--- config.mk ---
export PLATFORM = sky130hd
export DESIGN_NAME = flash_prog_ctrl
export DESIGN_NICKNAME = d
export VERILOG_FILES = /design/src/rtl/flash_ctrl_pkg.sv /design/src/rtl/flash_cmd_seq.sv /design/src/rtl/flash_strobe_timer.sv /design/src/rtl/flash_poll_judge.sv /design/src/rtl/flash_prog_ctrl.sv
export SDC_FILE = /design/constraint.sdc
export NUM_CORES = 1
export LEC_CHECK = 0
export BUFFER_PORTS_ARGS = -buffer_cell sky130_fd_sc_hd__buf_2
export CAP_MARGIN = 25
export CORE_UTILIZATION = 59
export CTS_CLUSTER_SIZE = 14
export DETAILED_ROUTE_END_ITERATION = 12
export GPL_TIMING_DRIVEN = 0
export PLACE_DENSITY = 0.95
export SETUP_SLACK_MARGIN = 0.2
export SYNTH_ARGS = -nofsm -noshare
export SYNTH_HDL_FRONTEND = slang
export SYNTH_SLANG_ARGS = --single-unit
--- constraint.sdc ---
create_clock -name clk -period 3.8 [get_ports clk]
set_input_delay 0.38 -clock clk [delete_from_list [all_inputs] [get_ports clk]]
set_output_delay 0.38 -clock clk [all_outputs]
set_load 0.01 [all_outputs]
--- src/rtl/flash_ctrl_pkg.sv ---
package flash_ctrl_pkg;

   typedef enum logic [1:0] {
      OP_PROGRAM      = 2'd0,
      OP_CHIP_ERASE   = 2'd1,
      OP_SECTOR_ERASE = 2'd2,
      OP_SECTOR_ALT   = 2'd3
   } flash_op_e;

   typedef enum logic [1:0] {
      ST_IDLE  = 2'd0,
      ST_WRITE = 2'd1,
      ST_READ  = 2'd2
   } ctl_state_e;

   typedef enum logic [1:0] {
      PH_IDLE = 2'd0,
      PH_ACT  = 2'd1,
      PH_REC  = 2'd2
   } bus_phase_e;

   localparam logic [15:0] UNLOCK_HI  = 16'h5555;
   localparam logic [15:0] UNLOCK_LO  = 16'h2AAA;
   localparam logic [7:0]  KEY_FIRST  = 8'hAA;
   localparam logic [7:0]  KEY_SECOND = 8'h55;
   localparam logic [7:0]  CMD_PROG   = 8'hA0;
   localparam logic [7:0]  CMD_ERASE  = 8'h80;
   localparam logic [7:0]  CMD_CHIP   = 8'h10;
   localparam logic [7:0]  CMD_SECTOR = 8'h30;

endpackage

--- src/rtl/flash_cmd_seq.sv ---
module flash_cmd_seq
   import flash_ctrl_pkg::*;
#(
   parameter int AW = 18
) (
   input  logic [1:0]    op,
   input  logic [2:0]    step,
   input  logic [AW-1:0] tgt_addr,
   input  logic [7:0]    tgt_data,
   output logic [AW-1:0] wr_addr,
   output logic [7:0]    wr_data,
   output logic          last_step
);

   localparam logic [AW-1:0] ADDR_HI = AW'(UNLOCK_HI);
   localparam logic [AW-1:0] ADDR_LO = AW'(UNLOCK_LO);

   logic is_prog;
   logic is_chip;

   assign is_prog = (op == OP_PROGRAM);
   assign is_chip = (op == OP_CHIP_ERASE);

   always_comb begin
      wr_addr = ADDR_HI;
      wr_data = KEY_FIRST;
      case (step)
         3'd0: begin
            wr_addr = ADDR_HI;
            wr_data = KEY_FIRST;
         end
         3'd1, 3'd4: begin
            wr_addr = ADDR_LO;
            wr_data = KEY_SECOND;
         end
         3'd2: begin
            wr_addr = ADDR_HI;
            wr_data = is_prog ? CMD_PROG : CMD_ERASE;
         end
         3'd3: begin
            wr_addr = is_prog ? tgt_addr : ADDR_HI;
            wr_data = is_prog ? tgt_data : KEY_FIRST;
         end
         default: begin
            wr_addr = is_chip ? ADDR_HI : tgt_addr;
            wr_data = is_chip ? CMD_CHIP : CMD_SECTOR;
         end
      endcase
   end

   assign last_step = is_prog ? (step == 3'd3) : (step == 3'd5);

endmodule

--- src/rtl/flash_strobe_timer.sv ---
module flash_strobe_timer
   import flash_ctrl_pkg::*;
#(
   parameter int WR_ACT_CYC = 20,
   parameter int WR_REC_CYC = 20,
   parameter int RD_ACT_CYC = 16,
   parameter int RD_REC_CYC = 4
) (
   input  logic clk,
   input  logic rst_n,
   input  logic start,
   input  logic start_read,
   output logic active,
   output logic is_read,
   output logic sample,
   output logic fin
);

   localparam int MAX_WR = (WR_ACT_CYC > WR_REC_CYC) ? WR_ACT_CYC : WR_REC_CYC;
   localparam int MAX_RD = (RD_ACT_CYC > RD_REC_CYC) ? RD_ACT_CYC : RD_REC_CYC;
   localparam int MAX_C  = (MAX_WR > MAX_RD) ? MAX_WR : MAX_RD;
   localparam int CW     = $clog2(MAX_C + 1);

   bus_phase_e    ph;
   logic [CW-1:0] cnt;
   logic          rd_q;

   always_ff @(posedge clk or negedge rst_n) begin
      if (!rst_n) begin
         ph   <= PH_IDLE;
         cnt  <= '0;
         rd_q <= 1'b0;
      end else begin
         case (ph)
            PH_IDLE: begin
               if (start) begin
                  ph   <= PH_ACT;
                  rd_q <= start_read;
                  cnt  <= start_read ? CW'(RD_ACT_CYC - 1) : CW'(WR_ACT_CYC - 1);
               end
            end
            PH_ACT: begin
               if (cnt == '0) begin
                  ph  <= PH_REC;
                  cnt <= rd_q ? CW'(RD_REC_CYC - 1) : CW'(WR_REC_CYC - 1);
               end else begin
                  cnt <= cnt - 1'b1;
               end
            end
            PH_REC: begin
               if (cnt == '0) ph <= PH_IDLE;
               else           cnt <= cnt - 1'b1;
            end
            default: ph <= PH_IDLE;
         endcase
      end
   end

   assign active  = (ph == PH_ACT);
   assign is_read = rd_q;
   assign sample  = active && rd_q && (cnt == '0);
   assign fin     = (ph == PH_REC) && (cnt == '0);

   // a new bus cycle may only be launched once the previous one has fully recovered
   assert_no_restart_R5: assert property (@(posedge clk) disable iff (!rst_n)
      start |-> (ph == PH_IDLE));

   assert_fin_after_act_R5: assert property (@(posedge clk) disable iff (!rst_n)
      $fell(active) |-> (ph == PH_REC));

endmodule

--- src/rtl/flash_poll_judge.sv ---
module flash_poll_judge #(
   parameter int CONFIRM_READS = 2
) (
   input  logic       clk,
   input  logic       rst_n,
   input  logic       clear,
   input  logic       sample,
   input  logic       toggle_mode,
   input  logic [7:0] exp_byte,
   input  logic [7:0] rd_byte,
   output logic       pass
);

   logic pass_q;
   logic prev6;
   logic have_prev;
   logic bit7_hit;
   logic full_hit;
   logic dp_finish;

   assign bit7_hit = (rd_byte[7] == exp_byte[7]);
   assign full_hit = (rd_byte == exp_byte);

   generate
      if (CONFIRM_READS <= 1) begin : g_single
         assign dp_finish = full_hit;
      end else begin : g_multi
         localparam int HW = $clog2(CONFIRM_READS + 1);
         logic [HW-1:0] hit_run;
         always_ff @(posedge clk or negedge rst_n) begin
            if (!rst_n)                     hit_run <= '0;
            else if (clear)                 hit_run <= '0;
            else if (sample && !toggle_mode) begin
               if (!bit7_hit)               hit_run <= '0;
               else if (hit_run != HW'(CONFIRM_READS - 1))
                                            hit_run <= hit_run + 1'b1;
            end
         end
         assign dp_finish = bit7_hit && full_hit && (hit_run == HW'(CONFIRM_READS - 1));
      end
   endgenerate

   always_ff @(posedge clk or negedge rst_n) begin
      if (!rst_n) begin
         pass_q    <= 1'b0;
         prev6     <= 1'b0;
         have_prev <= 1'b0;
      end else if (clear) begin
         pass_q    <= 1'b0;
         prev6     <= 1'b0;
         have_prev <= 1'b0;
      end else if (sample) begin
         if (toggle_mode) begin
            if (have_prev && (rd_byte[6] == prev6)) pass_q <= 1'b1;
            prev6     <= rd_byte[6];
            have_prev <= 1'b1;
         end else if (dp_finish) begin
            pass_q <= 1'b1;
         end
      end
   end

   assign pass = pass_q;

   // success may only appear on the edge that captured a status read
   assert_pass_after_read_R6: assert property (@(posedge clk) disable iff (!rst_n)
      $rose(pass_q) |-> $past(sample));

   assert_pass_holds_R7: assert property (@(posedge clk) disable iff (!rst_n)
      (pass_q && !clear) |=> pass_q);

endmodule

--- src/rtl/flash_prog_ctrl.sv ---
module flash_prog_ctrl
   import flash_ctrl_pkg::*;
#(
   parameter int AW            = 18,
   parameter int CLK_NS        = 5,
   parameter int MIN_STROBE_NS = 100,
   parameter int STROBE_LO_CYC = 20,
   parameter int STROBE_HI_CYC = 20,
   parameter int READ_ACT_CYC  = 16,
   parameter int READ_REC_CYC  = 4,
   parameter int POLL_MAX      = 32,
   parameter int CONFIRM_READS = 2
) (
   input  logic          clk,
   input  logic          rst_n,
   input  logic          req_valid,
   output logic          req_ready,
   input  logic [1:0]    req_op,
   input  logic [AW-1:0] req_addr,
   input  logic [7:0]    req_data,
   input  logic          req_toggle,
   output logic          done,
   output logic          timeout_err,
   output logic [AW-1:0] fl_addr,
   output logic [7:0]    fl_dout,
   output logic          fl_drive,
   input  logic [7:0]    fl_din,
   output logic          fl_ce_n,
   output logic          fl_oe_n,
   output logic          fl_we_n
);

   localparam int PW = $clog2(POLL_MAX + 1);

   generate
      if (AW < 16) begin : g_bad_aw
         $error("AW must cover the 16-bit unlock addresses");
      end
      if (STROBE_LO_CYC * CLK_NS < MIN_STROBE_NS) begin : g_bad_lo
         $error("STROBE_LO_CYC too short for the minimum strobe width");
      end
      if (STROBE_HI_CYC * CLK_NS < MIN_STROBE_NS) begin : g_bad_hi
         $error("STROBE_HI_CYC too short for the minimum strobe width");
      end
      if (READ_ACT_CYC < 1 || READ_REC_CYC < 1) begin : g_bad_rd
         $error("read phases need at least one cycle each");
      end
      if (POLL_MAX < CONFIRM_READS || POLL_MAX < 2) begin : g_bad_poll
         $error("POLL_MAX must allow the confirming reads");
      end
   endgenerate

   ctl_state_e    state;
   logic [1:0]    op_q;
   logic [AW-1:0] addr_q;
   logic [7:0]    data_q;
   logic          tgl_q;
   logic [2:0]    step_q;
   logic          go_q;
   logic [PW-1:0] polls_q;
   logic          done_q;
   logic          tmo_q;

   logic [AW-1:0] seq_addr;
   logic [7:0]    seq_data;
   logic          seq_last;
   logic          t_act;
   logic          t_rd;
   logic          t_sample;
   logic          t_fin;
   logic          poll_pass;
   logic          accept;
   logic [7:0]    exp_byte;

   assign req_ready = (state == ST_IDLE);
   assign accept    = req_ready && req_valid;
   assign exp_byte  = (op_q == OP_PROGRAM) ? data_q : 8'hFF;

   flash_cmd_seq #(.AW(AW)) u_seq (
      .op        (op_q),
      .step      (step_q),
      .tgt_addr  (addr_q),
      .tgt_data  (data_q),
      .wr_addr   (seq_addr),
      .wr_data   (seq_data),
      .last_step (seq_last)
   );

   flash_strobe_timer #(
      .WR_ACT_CYC (STROBE_LO_CYC),
      .WR_REC_CYC (STROBE_HI_CYC),
      .RD_ACT_CYC (READ_ACT_CYC),
      .RD_REC_CYC (READ_REC_CYC)
   ) u_timer (
      .clk        (clk),
      .rst_n      (rst_n),
      .start      (go_q),
      .start_read (state == ST_READ),
      .active     (t_act),
      .is_read    (t_rd),
      .sample     (t_sample),
      .fin        (t_fin)
   );

   flash_poll_judge #(.CONFIRM_READS(CONFIRM_READS)) u_judge (
      .clk         (clk),
      .rst_n       (rst_n),
      .clear       (accept),
      .sample      (t_sample),
      .toggle_mode (tgl_q),
      .exp_byte    (exp_byte),
      .rd_byte     (fl_din),
      .pass        (poll_pass)
   );

   always_ff @(posedge clk or negedge rst_n) begin
      if (!rst_n) begin
         state   <= ST_IDLE;
         op_q    <= 2'd0;
         addr_q  <= '0;
         data_q  <= 8'h00;
         tgl_q   <= 1'b0;
         step_q  <= 3'd0;
         go_q    <= 1'b0;
         polls_q <= '0;
         done_q  <= 1'b0;
         tmo_q   <= 1'b0;
      end else begin
         go_q   <= 1'b0;
         done_q <= 1'b0;
         tmo_q  <= 1'b0;
         case (state)
            ST_IDLE: begin
               if (req_valid) begin
                  op_q    <= req_op;
                  addr_q  <= req_addr;
                  data_q  <= req_data;
                  tgl_q   <= req_toggle;
                  step_q  <= 3'd0;
                  polls_q <= '0;
                  go_q    <= 1'b1;
                  state   <= ST_WRITE;
               end
            end
            ST_WRITE: begin
               if (t_fin) begin
                  go_q <= 1'b1;
                  if (seq_last) state  <= ST_READ;
                  else          step_q <= step_q + 3'd1;
               end
            end
            ST_READ: begin
               if (t_sample) polls_q <= polls_q + 1'b1;
               if (t_fin) begin
                  if (poll_pass) begin
                     done_q <= 1'b1;
                     state  <= ST_IDLE;
                  end else if (polls_q == PW'(POLL_MAX)) begin
                     tmo_q <= 1'b1;
                     state <= ST_IDLE;
                  end else begin
                     go_q <= 1'b1;
                  end
               end
            end
            default: state <= ST_IDLE;
         endcase
      end
   end

   assign done        = done_q;
   assign timeout_err = tmo_q;
   assign fl_addr     = (state == ST_WRITE) ? seq_addr : addr_q;
   assign fl_dout     = seq_data;
   assign fl_drive    = (state == ST_WRITE);
   assign fl_ce_n     = !t_act;
   assign fl_we_n     = !(t_act && !t_rd);
   assign fl_oe_n     = !(t_act && t_rd);

   assert_write_strobe_R4: assert property (@(posedge clk) disable iff (!rst_n)
      !fl_we_n |-> (!fl_ce_n && fl_oe_n && fl_drive));

   assert_write_hold_R4: assert property (@(posedge clk) disable iff (!rst_n)
      (!fl_we_n && $past(!fl_we_n)) |-> ($stable(fl_addr) && $stable(fl_dout)));

   assert_read_strobe_R11: assert property (@(posedge clk) disable iff (!rst_n)
      !fl_oe_n |-> (!fl_ce_n && fl_we_n && !fl_drive));

   assert_done_idle_R8: assert property (@(posedge clk) disable iff (!rst_n)
      done |-> (req_ready && !timeout_err));

   assert_flag_pulse_R9: assert property (@(posedge clk) disable iff (!rst_n)
      (done || timeout_err) |=> (!done && !timeout_err));

   generate
      if (STROBE_LO_CYC >= 2) begin : g_lo_chk
         assert_we_min_low_R5: assert property (@(posedge clk) disable iff (!rst_n)
            $fell(fl_we_n) |=> !fl_we_n);
      end
   endgenerate

endmodule

==> Yosys cells after proc, flatten, opt, wreduce, memory -nomap -nowiden <==
Index checks and enable logic that the tools add are counted.
{ "classes": {"n_reduce_logical": 38, "addsub": 4, "n_mux": 62, "eq_ne": 29} }
{ "op_table": {"columns": ["op", "n"], "rows": [
  ["two-way mux 18 bit", 3],
  ["case mux 18 bit (3 select lines)", 1],
  ["case mux 8 bit (4 select lines)", 1],
  ["two-way mux 2 bit", 13],
  ["two-way mux 5 bit", 5],
  ["two-way mux 1 bit", 24],
  ["two-way mux 6 bit", 4],
  ["two-way mux 8 bit", 2],
  ["case mux 5 bit (3 select lines)", 1],
  ["!= test 2 x 1 -> 1 bit (second input constant)", 6],
  ["case mux 2 bit (3 select lines)", 2],
  ["case mux 6 bit (2 select lines)", 1],
  ["AND reduction 3 bit", 4],
  ["!= test 2 bit (second input constant)", 5],
  ["nonzero test 2 bit", 5],
  ["logical AND 1 bit", 9],
  ["two-way mux 3 bit", 3],
  ["equality test 2 x 1 -> 1 bit (second input constant)", 4],
  ["equality test 8 bit", 1],
  ["AND reduction 2 bit", 4],
  ["adder 6 x 1 -> 6 bit (second input constant)", 1],
  ["equality test 3 x 2 -> 1 bit (second input constant)", 2],
  ["equality test 3 bit (second input constant)", 2],
  ["equality test 6 bit (second input constant)", 1],
  ["19 further kinds", 29]
]} }
{ "word_totals": {"input_bits": 40, "reg_bits": 56, "wordCells": 150, "output_inout_bits": 33} }

==> Longest topological paths before layout <==
{ "logic_depth": {"word_depth": 9, "ltp_mapped": 8, "mapped_depth_nobuf": 7} }

==> Hierarchy <==
A second synthesis with hierarchy kept.
{ "unflattened": {"cells_unflattened": 327, "area_unflattened_um2": 3489.6} }
{ "modules_own_cells": {"columns": ["module", "cells_per_inst", "seq_area_each_um2", "instances", "area_per_inst_um2"], "rows": [
  ["flash_prog_ctrl", 167, 1076.0, 1, 2117.0],
  ["flash_strobe_timer", 63, 200.2, 1, 584.3],
  ["flash_cmd_seq", 60, 0.0, 1, 444.2],
  ["flash_poll_judge", 37, 125.1, 1, 344.1]
]} }

==> Least setup slack after synthesis <==
OpenSTA, ideal clock, no wires.
{ "synth_timing": {"path_type": "reg2out", "start": "reg step_q[1]", "end": "out fl_addr[15]", "path_buffers": 1, "required_time_ns": 3.420, "path_slack_ns": 1.383, "path_stages_with_launch": 9, "arrival_ns": 2.037, "cell_sequence": "dfrtp_1 > inv_1 > ha_1 > clkbuf_1 > or2_2 > a211oi_2 > o21ai_1 > nand2_1 > and2_1"} }
{ "synth_via": {"elab_chain_cells": 4, "elab_cells_between_ends": 9, "classes_between": "4 x eq/ne; 2 x mux; 3 x reduce/logical"} }
{ "synth_rtl": {"columns": ["item", "line_no", "source"], "rows": [
  ["start, declared", "flash_prog_ctrl.sv:58", "logic [2:0] step_q;"],
  ["start signal, assigned", "flash_prog_ctrl.sv:149", "else step_q <= step_q + 3'd1;"],
  ["equality test 3 x 2 -> 1 bit, or another cell as far along", "flash_cmd_seq.sv:27", "case (step)"],
  ["OR reduction 2 bit, on equally long branches", null, null],
  ["case mux 18 bit (3 select lines) *", "flash_cmd_seq.sv:27", null],
  ["two-way mux 18 bit *", "flash_prog_ctrl.sv:173", "assign fl_addr = (state == ST_WRITE) ? seq_addr : addr_q;"],
  ["end, declared", "flash_prog_ctrl.sv:24", "output logic [AW-1:0] fl_addr,"]
]} }
Every way passes the cells marked *; elsewhere a longest branch is shown, timed or not.

==> Worst setup path in the final report <==
{ "layout_timing": {"start": "reg step_q[1]", "end": "out fl_addr[13]"} }
Same word-level chain as after synthesis.

==> impl_metrics.csv <==
group,metric,value,unit
status,status,"complete, no violations",
timing,period_needed,3.28,ns
timing,hold_viol_final,0,
layout,utilization,0.721,
worst_setup_path,regToRegStartpoint,"u_timer.cnt[0]",
route,ant_nets,0,
yosys,avgSynthCellArea,8.03,sq um
yosys,synth_ff_type,"dfrtp_1",
worst_setup_path,crit_chain,"inv_1 -> ha_1 -> clkbuf_1 -> or2_2 -> a211oi_2 -> o21ai_1 -> nand2_1 -> a21o_1 -> buf_2",
yosys,yosysUniqueCellTypes,53,
global_route,grt_start_max_net_pins,30,
layout,fin_cells,575,
placed_design,hpwl,6.30,mm
clock_tree,tritoncts,"yes",
clock_tree,insertion_delay,0.31,ns
worst_setup_path,cp-start-kind,"register",
worst_setup_path,worstPathRequired,3.42,ns
timing,slew_headroom,0.546,
worst_setup_path,r2r_cells,8,
worst_setup_path,critical_path.max_stage_delay,0.55,ns
clock_tree,post-cts-setup-buffers,0,
yosys,synth-async-reset-ratio,1.00,
yosys,synthCells,421,
layout,multiInputGateArea,1820,sq um
yosys,synth.area.top_cells,"dfrtp_1 41%, nand2_1 13%, ha_1 4.8%",
clock_tree,ctsLongestPathBuffers,2,
worst_setup_path,cp_top_family,"compound AO/OA/AOI/OAI gates",
floorplan,ioPinCount,73,
worst_setup_path,cp_slowest_cell,"a211oi_2",
route,via_count,3396,
route,drc,0,
layout,fillCellCount,406,
placed_design,placed_area,3850,sq um
route,drt_pass1_iterations,5,
yosys,syn_area,3380,sq um
worst_setup_path,timing.reg2reg.setup_slack,1.46,ns
pwr,ir_drop,415,uV
global_route,grt-ovfl-total,0,
yosys,ys_ff_latch,56,
yosys,synth_edf_count,0,
clock_tree,clock_sinks,56,
clock_tree,cts.clk_slew.worst_paths,0.10,ns
layout,mostFrequentLayoutCells,"115 x nand2_1, 74 x buf_2, 56 x dfrtp_1",
layout,final_nets,555,
clock_tree,post_cts_resized,0,
layout,mostFrequentLayoutCell,"nand2_1",
timing,timing.final.crit_share,0.863,
timing,rsz0062_at_grt,"no",
worst_setup_path,worstPathArrival,2.90,ns
global_route,antenna_found_initial,0,
floorplan,core,5510,sq um
route,wl_per_cell,15.0,um
pwr,totalPowerFinal,2.53,mW
timing,setup_viol,0,
global_route,gr-usage-all-layers,0.299,
yosys,yosysSeqAreaShare,0.415,
pwr,power.density,638,nW/um^2
worst_setup_path,crit_type,"register to output port",
flow_run,cap_violations,0,
timing,worst_slack,0.522,ns
timing,fin_worst_skew,0.00773,ns
floorplan,die_h,77.7,um
worst_setup_path,cp_max_fo,10,
worst_setup_path,worst_setup_path_end_kind,"output port",
worst_setup_path,r2r-end,"u_judge.g_multi.hit_run[1]",
global_route,grt_first_pass_wirelength,14.4,mm
layout,num_antenna_cells,0,
layout,area_growth_syn_to_layout,17.5,%
placed_design,place.gp.congestion,0.876,
floorplan,row_count,27,
route,routed_via_density,5.91,
layout,final_layout_size_suffix_gt1_frac,0.183,
worst_hold_path,min_path_type,"input pin to async pin",
pwr,p_leak,1.97,nW
layout,fin_area,3970,sq um
worst_setup_path,cp.buffers_inverters,3,
floorplan,initial_core_util,0.614,
yosys,syn-num-nets,474,
timing,drv_slew,0,
placed_design,post-place-ws,0.905,ns
global_route,grt_pass1_vias,3212,
placed_design,dpl.cell_count,566,
layout,regArea,1400,sq um
floorplan,dieArea,6030,sq um
yosys,synth_top_area_frac,0.415,
placed_design,port_buffers,72,
timing,fin_tns_setup,0,ns
yosys,yosys_warnings,0,
floorplan,dieWidth,77.7,um
route,drt-total-wl,8.60,mm
clock_tree,holdBufCountCts,0,
timing,max_freq,305,MHz
clock_tree,htree_levels,2,
yosys,synth_top_area_cell,"dfrtp_1",
clock_tree,numCtsBuffers,5,
timing,whs,0.0749,ns
clock_tree,cts_root_buf,"clkbuf_8",
timing,worst_pin_slew,0.671,ns
route,drt_iter0_markers,282,
-- metal layers --
metal  GRT usage  wire, um  vias up
li1            -         -     1594
met1       0.390      3530     1614
met2       0.498      4140      162
met3      0.0541       691       26
met4       0.108       233        0
met5           0         0        -
-- area by class of cell --
type / count / area share
Buffer: 21 / 0.0205
Tap cell: 72 / 0.0227
Sequential cell: 56 / 0.353
Timing Repair Buffer: 74 / 0.0971
Clock buffer: 5 / 0.0173
Multi-Input combinational cell: 324 / 0.459
Clock inverter: 3 / 0.0117
Inverter: 20 / 0.0189
-- cells by family (layout without fill, tap and decap cells) --
family	Yosys count	in the layout	share of synthesized area
simple gates	197	197	0.264
xor+xnor	11	11	0.0285
fa+ha+maj	13	13	0.0481
mux	4	4	0.0122
buf+inv	41	123	0.0463
compound gates	99	99	0.187
flops	56	56	0.415
-- Yosys cell counts (all sizes together), types with 2 or more instances --
| cell | number |
|---|---|
| nand2 | 115 |
| dfrtp | 56 |
| nor2 | 35 |
| a21oi | 27 |
| o21ai | 24 |
| inv | 20 |
| clkbuf | 18 |
| a31oi | 14 |
| ha | 13 |
| nand2b | 8 |
| o22a | 8 |
| a21o | 7 |
| xnor2 | 7 |
| and2 | 5 |
| nor2b | 5 |
| nand3 | 4 |
| o22ai | 4 |
| xor2 | 4 |
| buf | 3 |
| mux2i | 3 |
| nor3 | 3 |
| nor3b | 3 |
| nor4 | 3 |
| nor4b | 3 |
| or2 | 3 |
| a211oi | 2 |
| a22o | 2 |
| nand4 | 2 |
| nor4bb | 2 |
| o311ai | 2 |
| o31ai | 2 |
| o32ai | 2 |
| or3 | 2 |
-- worst max-delay path by stage --
stage	start	end	slack (ns)	cells past startpoint
2_1_floorplan	step_q[1]	fl_addr[15]	1.38	8
3_3_place_gp	step_q[1]	fl_addr[16]	0.96	9
3_5_place_dp	step_q[1]	fl_addr[13]	0.91	9
4_1_cts	step_q[1]	fl_addr[15]	0.55	9
5_1_grt	step_q[1]	fl_addr[16]	0.32	9
6_report	step_q[1]	fl_addr[13]	0.52	9
-- sequential cells by signal (all words and copies together) (netlist names) --
register                 count
tgl_q                        1
polls_q                      6
op_q                         2
u_timer.ph                   2
u_timer.is_read              1
step_q                       3
done                         1
u_judge.pass                 1
u_judge.have_prev            1
data_q                       8
addr_q                      18
go_q                         1
u_judge.prev6                1
u_timer.cnt                  5
u_judge.g_multi.hit_run      2
timeout_err                  1
state                        2
-- power breakdown --
group / leakage, nW / switching, mW / internal, mW
clock network: 0.0548 / 0.204 / 0.199
registers: 0.714 / 0.170 / 0.766
logic: 1.20 / 0.709 / 0.485
total: 1.97 / 1.08 / 1.45
-- worst reg2reg max path, cell delays in order (launching register included) --
cell and delay, ns:
dfrtp_1 0.39, inv_1 0.13, ha_1 0.18, or4b_1 0.43, buf_2 0.19, nor3_1 0.31
nor3b_1 0.34, nand2b_1 0.11, a21oi_1 0.17
Note: power is estimated with default switching activity, not from simulation.
